[config.mk]
export PLATFORM = sky130hd
export DESIGN_NAME = dupar_regfile
export DESIGN_NICKNAME = d
export VERILOG_FILES = /design/src/rtl/dupar_pkg.sv /design/src/rtl/dupar_parity.sv /design/src/rtl/dupar_bank.sv /design/src/rtl/dupar_ctrl.sv /design/src/rtl/dupar_regfile.sv
export SDC_FILE = /design/constraint.sdc
export NUM_CORES = 2
export LEC_CHECK = 0
export BUFFER_PORTS_ARGS = -buffer_cell sky130_fd_sc_hd__buf_2
export CORE_MARGIN = 8
export CORE_UTILIZATION = 37
export CTS_CLUSTER_SIZE = 12
export DETAILED_ROUTE_END_ITERATION = 16
export PLACE_DENSITY = 0.6
export SLEW_MARGIN = 20
export SYNTH_ARGS = -nofsm -noshare
export SYNTH_HDL_FRONTEND = slang
export SYNTH_SLANG_ARGS = --single-unit
[constraint.sdc]
create_clock -name clk -period 8.49 [get_ports clk]
set_input_delay 0.4245 -clock clk [delete_from_list [all_inputs] [get_ports clk]]
set_output_delay 0.4245 -clock clk [all_outputs]
set_load 0.02 [all_outputs]
[src/rtl/dupar_pkg.sv]
package dupar_pkg;
    localparam int CSR_W  = 32;
    localparam int TEST_W = 8;
    localparam int CNT_W  = 3;
    localparam logic [1:0] SCHEME_ID = 2'b10;
    localparam logic [CNT_W-1:0] CNT_MAX = '1;

    typedef struct packed {
        logic [CNT_W-1:0]  cnt;
        logic [TEST_W-1:0] tbits;
        logic              sel;
        logic              ten;
        logic              dis;
    } ctrl_t;
endpackage

[src/rtl/dupar_parity.sv]
module dupar_parity #(
    parameter int DATA_W = 32,
    parameter int CHK_W  = DATA_W / 4
) (
    input  logic [DATA_W-1:0] data,
    output logic [CHK_W-1:0]  chk
);
    for (genvar k = 0; k < CHK_W; k++) begin : g_nib
        assign chk[k] = ^data[4*k +: 4];
    end
endmodule

[src/rtl/dupar_bank.sv]
module dupar_bank #(
    parameter int DATA_W = 32,
    parameter int NREGS  = 32,
    parameter int ADDR_W = $clog2(NREGS),
    parameter int CHK_W  = DATA_W / 4
) (
    input  logic              clk,
    input  logic              rst_n,
    input  logic              we,
    input  logic [ADDR_W-1:0] waddr,
    input  logic [DATA_W-1:0] wdata,
    input  logic [CHK_W-1:0]  wchk,
    input  logic [ADDR_W-1:0] raddr0,
    input  logic [ADDR_W-1:0] raddr1,
    output logic [DATA_W-1:0] rdata0,
    output logic [DATA_W-1:0] rdata1,
    output logic [CHK_W-1:0]  rchk0,
    output logic [CHK_W-1:0]  rchk1
);
    localparam int ENT_W = DATA_W + CHK_W;

    logic [ENT_W-1:0] mem_q [NREGS];
    logic [ENT_W-1:0] mem_d [NREGS];

    always_comb begin
        for (int i = 0; i < NREGS; i++) mem_d[i] = mem_q[i];
        if (we) mem_d[waddr] = {wchk, wdata};
    end

    always_ff @(posedge clk or negedge rst_n) begin
        if (!rst_n) begin
            for (int i = 0; i < NREGS; i++) mem_q[i] <= '0;
        end else begin
            for (int i = 0; i < NREGS; i++) mem_q[i] <= mem_d[i];
        end
    end

    assign {rchk0, rdata0} = mem_q[raddr0];
    assign {rchk1, rdata1} = mem_q[raddr1];
endmodule

[src/rtl/dupar_ctrl.sv]
module dupar_ctrl
    import dupar_pkg::*;
(
    input  logic             clk,
    input  logic             rst_n,
    input  logic             csr_we,
    input  logic [CSR_W-1:0] csr_wdata,
    input  logic [1:0]       inc,
    output logic [CSR_W-1:0] csr_rdata,
    output ctrl_t            ctrl
);
    ctrl_t st_q, st_d;
    logic [CNT_W:0] sum;

    always_comb begin
        st_d = st_q;
        sum  = {1'b0, st_q.cnt} + {{(CNT_W-1){1'b0}}, inc};
        st_d.cnt = (sum > {1'b0, CNT_MAX}) ? CNT_MAX : sum[CNT_W-1:0];
        if (csr_we) begin
            st_d.cnt   = csr_wdata[13:11];
            st_d.tbits = csr_wdata[10:3];
            st_d.sel   = csr_wdata[2];
            st_d.ten   = csr_wdata[1];
            st_d.dis   = csr_wdata[0];
        end
    end

    always_ff @(posedge clk or negedge rst_n) begin
        if (!rst_n) st_q <= '0;
        else        st_q <= st_d;
    end

    assign ctrl      = st_q;
    assign csr_rdata = {16'b0, SCHEME_ID, st_q.cnt, st_q.tbits, st_q.sel, st_q.ten, st_q.dis};

    AST_CNT_NO_DROP: assert property (@(posedge clk) disable iff (!rst_n)
        !csr_we |=> st_q.cnt >= $past(st_q.cnt));
    AST_CNT_STEP: assert property (@(posedge clk) disable iff (!rst_n)
        !csr_we |=> ({1'b0, st_q.cnt} - {1'b0, $past(st_q.cnt)}) <= 4'd2);
    AST_CNT_SAT: assert property (@(posedge clk) disable iff (!rst_n)
        (st_q.cnt == CNT_MAX && !csr_we) |=> st_q.cnt == CNT_MAX);
    AST_DIS_HOLD: assert property (@(posedge clk) disable iff (!rst_n)
        (st_q.dis && !csr_we) |=> $stable(st_q.cnt));
endmodule

[src/rtl/dupar_regfile.sv]
module dupar_regfile
    import dupar_pkg::*;
#(
    parameter int DATA_W = 32,
    parameter int NREGS  = 32,
    parameter int ADDR_W = $clog2(NREGS)
) (
    input  logic              clk,
    input  logic              rst_n,
    input  logic              wr_en,
    input  logic [ADDR_W-1:0] wr_addr,
    input  logic [DATA_W-1:0] wr_data,
    input  logic              rd_en_a,
    input  logic [ADDR_W-1:0] rd_addr_a,
    output logic [DATA_W-1:0] rd_data_a,
    input  logic              rd_en_b,
    input  logic [ADDR_W-1:0] rd_addr_b,
    output logic [DATA_W-1:0] rd_data_b,
    input  logic              csr_we,
    input  logic [31:0]       csr_wdata,
    output logic [31:0]       csr_rdata
);
    localparam int CHK_W  = DATA_W / 4;
    localparam int NPORTS = 2;
    localparam int NCOPY  = 2;

    typedef struct packed {
        logic              vld;
        logic [ADDR_W-1:0] addr;
        logic [DATA_W-1:0] data;
    } slot_t;

    typedef struct packed {
        slot_t [NPORTS-1:0] slot;
    } state_t;

    state_t st_q, st_d;
    ctrl_t  ctrl;

    logic [ADDR_W-1:0] raddr [NPORTS];
    logic              ren   [NPORTS];
    logic [DATA_W-1:0] rout  [NPORTS];
    logic [DATA_W-1:0] bdata [NCOPY][NPORTS];
    logic [CHK_W-1:0]  bchk  [NCOPY][NPORTS];
    logic [CHK_W-1:0]  calc  [NCOPY][NPORTS];
    logic [NPORTS-1:0] corr;
    logic [1:0]        inc;

    logic              wr_go, rep_go, rep_idx, bank_we;
    logic [ADDR_W-1:0] bank_addr;
    logic [DATA_W-1:0] bank_data;
    logic [CHK_W-1:0]  wpar;
    logic [CHK_W-1:0]  wchk [NCOPY];

    assign raddr[0] = rd_addr_a;
    assign raddr[1] = rd_addr_b;
    assign ren[0]   = rd_en_a;
    assign ren[1]   = rd_en_b;
    assign rd_data_a = rout[0];
    assign rd_data_b = rout[1];

    // write path: ordinary writes first, repairs in free cycles
    assign wr_go     = wr_en && (wr_addr != '0);
    assign rep_go    = !wr_en && (st_q.slot[0].vld || st_q.slot[1].vld);
    assign rep_idx   = !st_q.slot[0].vld;
    assign bank_we   = wr_go || rep_go;
    assign bank_addr = wr_go ? wr_addr : st_q.slot[rep_idx].addr;
    assign bank_data = wr_go ? wr_data : st_q.slot[rep_idx].data;

    dupar_parity #(.DATA_W(DATA_W), .CHK_W(CHK_W)) u_wpar (
        .data (bank_data),
        .chk  (wpar)
    );

    for (genvar c = 0; c < NCOPY; c++) begin : g_copy
        assign wchk[c] = (wr_go && ctrl.ten && (ctrl.sel == c[0]))
                       ? (wpar ^ CHK_W'(ctrl.tbits)) : wpar;

        dupar_bank #(.DATA_W(DATA_W), .NREGS(NREGS), .ADDR_W(ADDR_W), .CHK_W(CHK_W)) u_bank (
            .clk    (clk),
            .rst_n  (rst_n),
            .we     (bank_we),
            .waddr  (bank_addr),
            .wdata  (bank_data),
            .wchk   (wchk[c]),
            .raddr0 (raddr[0]),
            .raddr1 (raddr[1]),
            .rdata0 (bdata[c][0]),
            .rdata1 (bdata[c][1]),
            .rchk0  (bchk[c][0]),
            .rchk1  (bchk[c][1])
        );

        for (genvar p = 0; p < NPORTS; p++) begin : g_chk
            dupar_parity #(.DATA_W(DATA_W), .CHK_W(CHK_W)) u_rpar (
                .data (bdata[c][p]),
                .chk  (calc[c][p])
            );
        end
    end

    // read path: pick the healthy copy and flag corrections
    always_comb begin
        for (int p = 0; p < NPORTS; p++) begin
            logic bad0, bad1, nz;
            bad0 = (calc[0][p] != bchk[0][p]);
            bad1 = (calc[1][p] != bchk[1][p]);
            nz   = (raddr[p] != '0);
            corr[p] = ren[p] && nz && !ctrl.dis && (bad0 ^ bad1);
            if (!nz)                              rout[p] = '0;
            else if (!ctrl.dis && bad0 && !bad1)  rout[p] = bdata[1][p];
            else                                  rout[p] = bdata[0][p];
        end
        inc = {1'b0, corr[0]} + {1'b0, corr[1]};
    end

    // repair queue next state
    always_comb begin
        st_d = st_q;
        if (rep_go) st_d.slot[rep_idx].vld = 1'b0;
        for (int p = 0; p < NPORTS; p++) begin
            if (wr_go && st_q.slot[p].addr == wr_addr) st_d.slot[p].vld = 1'b0;
        end
        for (int p = 0; p < NPORTS; p++) begin
            if (corr[p] && !(wr_go && wr_addr == raddr[p]) && !st_d.slot[p].vld) begin
                st_d.slot[p].vld  = 1'b1;
                st_d.slot[p].addr = raddr[p];
                st_d.slot[p].data = rout[p];
            end
        end
    end

    always_ff @(posedge clk or negedge rst_n) begin
        if (!rst_n) st_q <= '0;
        else        st_q <= st_d;
    end

    dupar_ctrl u_ctrl (
        .clk       (clk),
        .rst_n     (rst_n),
        .csr_we    (csr_we),
        .csr_wdata (csr_wdata),
        .inc       (inc),
        .csr_rdata (csr_rdata),
        .ctrl      (ctrl)
    );

    AST_ZERO_READ_A: assert property (@(posedge clk) disable iff (!rst_n)
        (rd_addr_a == '0) |-> (rd_data_a == '0));
    AST_ZERO_READ_B: assert property (@(posedge clk) disable iff (!rst_n)
        (rd_addr_b == '0) |-> (rd_data_b == '0));
    AST_DIS_NO_INC: assert property (@(posedge clk) disable iff (!rst_n)
        ctrl.dis |-> (inc == 2'd0));
    AST_ID_FIXED: assert property (@(posedge clk) disable iff (!rst_n)
        csr_rdata[15:14] == SCHEME_ID);
endmodule

# After elaboration in Yosys (flattened, before gate mapping)
# Cells that the tools add are included.
[totals]
elab_cells = 216
output_inout_bits = 96
ff_bits = 2650
inputBits = 85
[op_classes]
n_bitwise = 7
n_reduce_logical = 81
addsub = 2
muxes = 36
n_eq_ne = 8
order_cmp = 7
[ops]
columns = ["operator", "count"]
rows = [
  ["$bwmux 1280", 2],
  ["$bmux 40 s5", 4],
  ["$mux 40", 9],
  ["$demux 40 s5", 1],
  ["$mux 32", 5],
  ["$reduce_xor 4->1", 40],
  ["$mux 38", 3],
  ["$bwmux 76", 1],
  ["$mux 76", 1],
  ["$mux 37", 2],
  ["$demux 38 s1", 1],
  ["$ne 8x8->1", 4],
  ["$logic_and 1x1->1", 25],
  ["$eq 5x5->1", 4],
  ["$ge 6x6->1 const B", 3],
  ["$not 5->6", 3],
  ["$mux 8", 2],
  ["$reduce_bool 5->1", 3],
  ["$mux 14", 1],
  ["$logic_not 1->1", 9],
  ["$xor 8x8->8", 1],
  ["$lt 6x1->1 const B", 1],
  ["$mux 5", 1],
  ["$add 3x2->4", 1],
  ["other kinds (10)", 14],
]

# Longest topological paths before layout
[depth]
depth_word = 13
ltp_mapped = 21
depth_no_buf = 16

# Hierarchy
# Synthesis repeated with hierarchy kept, for this count alone.
[unflattened]
cells_unflattened = 12318
hier_area_um2 = 147850.6
[modules_own_cells]
columns = ["mod", "instances", "area_each_um2", "cells_each", "seq_area_each_um2"]
rows = [
  ["dupar_bank", 2, 70065.9, 5751, 32030.7],
  ["dupar_regfile", 1, 5766.8, 622, 1901.8],
  ["dupar_parity", 5, 210.2, 24, 0.0],
  ["dupar_ctrl", 1, 900.9, 74, 350.3],
]

# Least setup slack after synthesis
# Ideal clock, no wire load.
[synth_timing]
path_kind = "input to register"
startpoint = "input port rd_addr_b[1]"
endpoint = "register u_ctrl.st_q (netlist bit u_ctrl.csr_rdata[13])"
n_path_buf = 5
stages = 18
arrival_ps = 4495
setup_slack_ps = 3856
setup_ps = 139
t_required_ps = 8351
path_cell_list = "buf_2 buf_2 buf_4 clkbuf_1 buf_1 mux4_2 mux4_2 mux2i_1 xor2_1 nor4_1 xnor2_1 or4b_1 fa_1 inv_1 ha_1 nand3_1 o21ai_0 o21ai_0"
[synth_lines]
columns = ["element", "line_no", "rtl"]
rows = [
  ["from (decl)", "dupar_regfile.sv:17", "input logic [ADDR_W-1:0] rd_addr_b,"],
  ["to (signal assigned)", "dupar_ctrl.sv:30", "else st_q <= st_d;"],
  ["to (decl)", "dupar_ctrl.sv:12", "ctrl_t st_q, st_d;"],
]

==> out/metrics.csv <==
metric;value;unit
status;completed;
reg2reg_slack;2600;ps
drtIter0Drc;6836;
min_period;6490;ps
cts.sink_count;1626;
cts_inserted_buffers;171;
n_fill_cell;21800;
place_ws;1990;ps
fmaxAchievable;154;MHz
drc;0;
critPathKind;in -> reg;
async_reset_ff_share;100;%
cts_root_buf;clkbuf_16;
min_delay_worst_endpoint;u_ctrl.csr_rdata[12];
final_area;94900;um^2
antenna_left;0;
netlist_instances;8198;
setup_ws;2000;ps
maxSlewViolCount;0;
nets;8014;
whs_path_depth;3;
cap_violations;0;
rows;176;
tritoncts;yes;
antenna_found_initial;9;
setup_violations;0;
r2r_cells;16;
h-tree-depth;4;
grt_use_total;23.4;%
coreArea;230000;um^2
routed-via-count;65500;
cp-end-kind;flip-flop;
dr.pass1.iters;7;
relSlewSlack;22.6;%
use_met2;36.7;%
seq_area_frac_synth;47.5;%
synth_warnings;0;
hp-class;in -> reg;
tns;0;ps
synth_edf_count;0;
r2r_start;g_copy[0].u_bank.mem_q[1148];
leakage;42.9;nW
gp_congestion;0.860;
insertion_delay;830;ps
die_h;497;um
grt_max_degree;164;
power_density;320;nW/um^2
clkSlewWorstSetupHoldPaths;60;ps
ys_types;56;
wl_per_cell;27.0;um
dp_hpwl;175000;um
hold_viol;0;
grt_remaining_overflow;0;
ios;181;
wl;299000;um
routed_via_density;5.91;
die_w;497;um
numPortBuffers;144;
met3_usage;5.13;%
synth_top_area_share;47.5;%
r2r_end;u_ctrl.csr_rdata[13];
cts_setup_buffers;0;
fin_util;41.2;%
yosys-top-cells-area;dfrtp_1, mux4_2, mux2i_1, o21ai_0, nand2_1;
fin_skew;34.5;ps
dpl_cell_area;89100;um^2
start_util;37.2;%
dieArea;247000;um^2
layout-drive-gt1-share;14.9;%
vdd_drop_max;0.221;mV
ys.flop_type;dfrtp_1;
synth_largest_area_cell;dfrtp_1;
grt_pass1_wl;440000;um
worstHoldStart;csr_we;
met1_usage;31.4;%
worstPathRequired;9190;ps
top_usage_layer;met2;
timing.hold.ws;59.9;ps
syn_area_per_cell;10.4;um^2
worstMarginPinSlew;1160;ps
critPathLaunchType;primary input;
ctsLongestPathBuffers;3;
cp.arrival;7190;ps
period_share;76.4;%
syn_area;85600;um^2
rsz0062_at_grt;false;
syn2layout_area_growth;10.8;%
synth-seq-cells;1626;
grt_pass1_vias;64300;
crit_fanout;35;
how the worst max path moves through the flow:
stage / from / endpoint / slack [ps]
after floorplan: rd_addr_b[1] / u_ctrl.csr_rdata[13] / 3860
after global placement: rd_addr_b[1] / u_ctrl.csr_rdata[13] / 2000
after detailed placement: rd_addr_b[1] / st_q[52] / 1990
after CTS: rd_addr_b[1] / u_ctrl.csr_rdata[13] / 2350
after global routing: rd_addr_b[1] / u_ctrl.csr_rdata[13] / 1990
final: rd_addr_b[3] / u_ctrl.csr_rdata[13] / 2000
layer usage:
metal	vias up	share of wire (%)
met2	3055	45
met5	-	0.0033
met1	33000	41
met4	2	5.0
li1	28700	-
met3	787	8.9
area by class of cell:
cell class	count	area [um^2]	share of cell area, %
clock inverter	32	287	0.302
tap	3026	3790	3.99
antenna	10	25.0	0.0264
clock buffer	262	5200	5.48
sequential	1626	40700	42.9
inverter	2	7.51	0.00791
multi-input combinational	5748	41800	44.0
timing repair buffer	378	3090	3.26
per-stage QoR:
stage / power, mW / cells
6_report: 30.4 / 11100
3_3_place_gp: 22.3 / 10800
4_1_cts: 30.3 / 11100
3_5_place_dp: 22.8 / 10800
2_1_floorplan: 19.6 / 8214
5_1_grt: 32.1 / 11100
synthesized netlist by cell type, types with 3 or more instances:
library cell,count
xor2_1,43
xnor3_1,28
nor3b_1,3
o21ai_0,1542
or4_1,3
mux2_2,28
nand3_1,36
mux2_4,30
mux2_1,30
mux4_2,423
nor4_1,8
buf_4,95
dfrtp_1,1626
nand3b_1,3
clkbuf_1,583
o221ai_1,31
nand4_1,34
a2bb2oi_1,30
nor2_1,116
a211oi_1,30
a22o_1,31
a21o_1,3
mux2i_1,885
a21oi_1,34
xnor2_1,56
buf_2,56
nand2_1,1852
buf_6,39
nor2b_1,6
a22oi_1,287
buf_1,63
o22ai_1,95
a31oi_1,3
o21ai_1,35
sequential cells by signal, indices dropped and copies added (netlist names):
register / count
g_copy.u_bank.mem_q: 1536
u_ctrl.csr_rdata: 14
st_q: 76
cells by family (layout without fill, tap and decap cells):
group / after synthesis / count (layout) / synth area share [%]
adders and majority gates: 2 / 2 / 0.0380
and+or+nand+nor: 2075 / 2075 / 9.39
DFF: 1626 / 1626 / 47.5
other: 2 / 28 / 0.00877
muxes: 1396 / 1396 / 22.8
buffers and inverters: 840 / 674 / 4.53
xor gates and xnor gates: 127 / 127 / 1.75
AOI/OAI and AO/OA: 2130 / 2130 / 14.0
worst max-delay path: stages:
cell and delay [ps]:
buf_6 400, nand3b_1 780, buf_4 460, o22ai_1 150, a211oi_1 320, a22o_1 410
xor2_1 390, xnor3_1 530, nand4_1 280, nor4_1 400, xnor2_1 390, or4b_1 640
fa_1 390, inv_1 110, ha_1 170, nand3_1 70, o21ai_0 70, o21ai_0 90
dlygate4sd3_1 580
what timing repair did:
action / CTS / global route
setup endpoints to repair: 0 / 0
hold buffers: 20 / 0
resized for setup: 0 / 0
endpoints found under the hold margin: 159 / 0
cell usage in the layout (no fill, tap or decap), types with 34 or more instances in the layout:
master | Yosys | layout
o21ai_0 | 1542 | 1542
buf_2 | 56 | 135
clkbuf_1 | 583 | 39
nand3_1 | 36 | 36
a22oi_1 | 287 | 287
mux4_2 | 423 | 423
dfrtp_1 | 1626 | 1625
a21oi_1 | 34 | 34
buf_4 | 95 | 175
clkbuf_8 | 0 | 47
o22ai_1 | 95 | 95
nor2_1 | 116 | 113
xnor2_1 | 56 | 54
buf_12 | 0 | 40
mux2i_1 | 885 | 885
nand2_1 | 1852 | 1819
nand4_1 | 34 | 34
clkbuf_16 | 0 | 176
where the power goes:
part | internal (mW) | switching [mW] | total (mW)
Combinational | 4.37 | 5.18 | 9.55
Sequential | 11.0 | 2.37 | 13.3
Clock | 4.28 | 3.20 | 7.48
(Power assumes the default switching activity.)
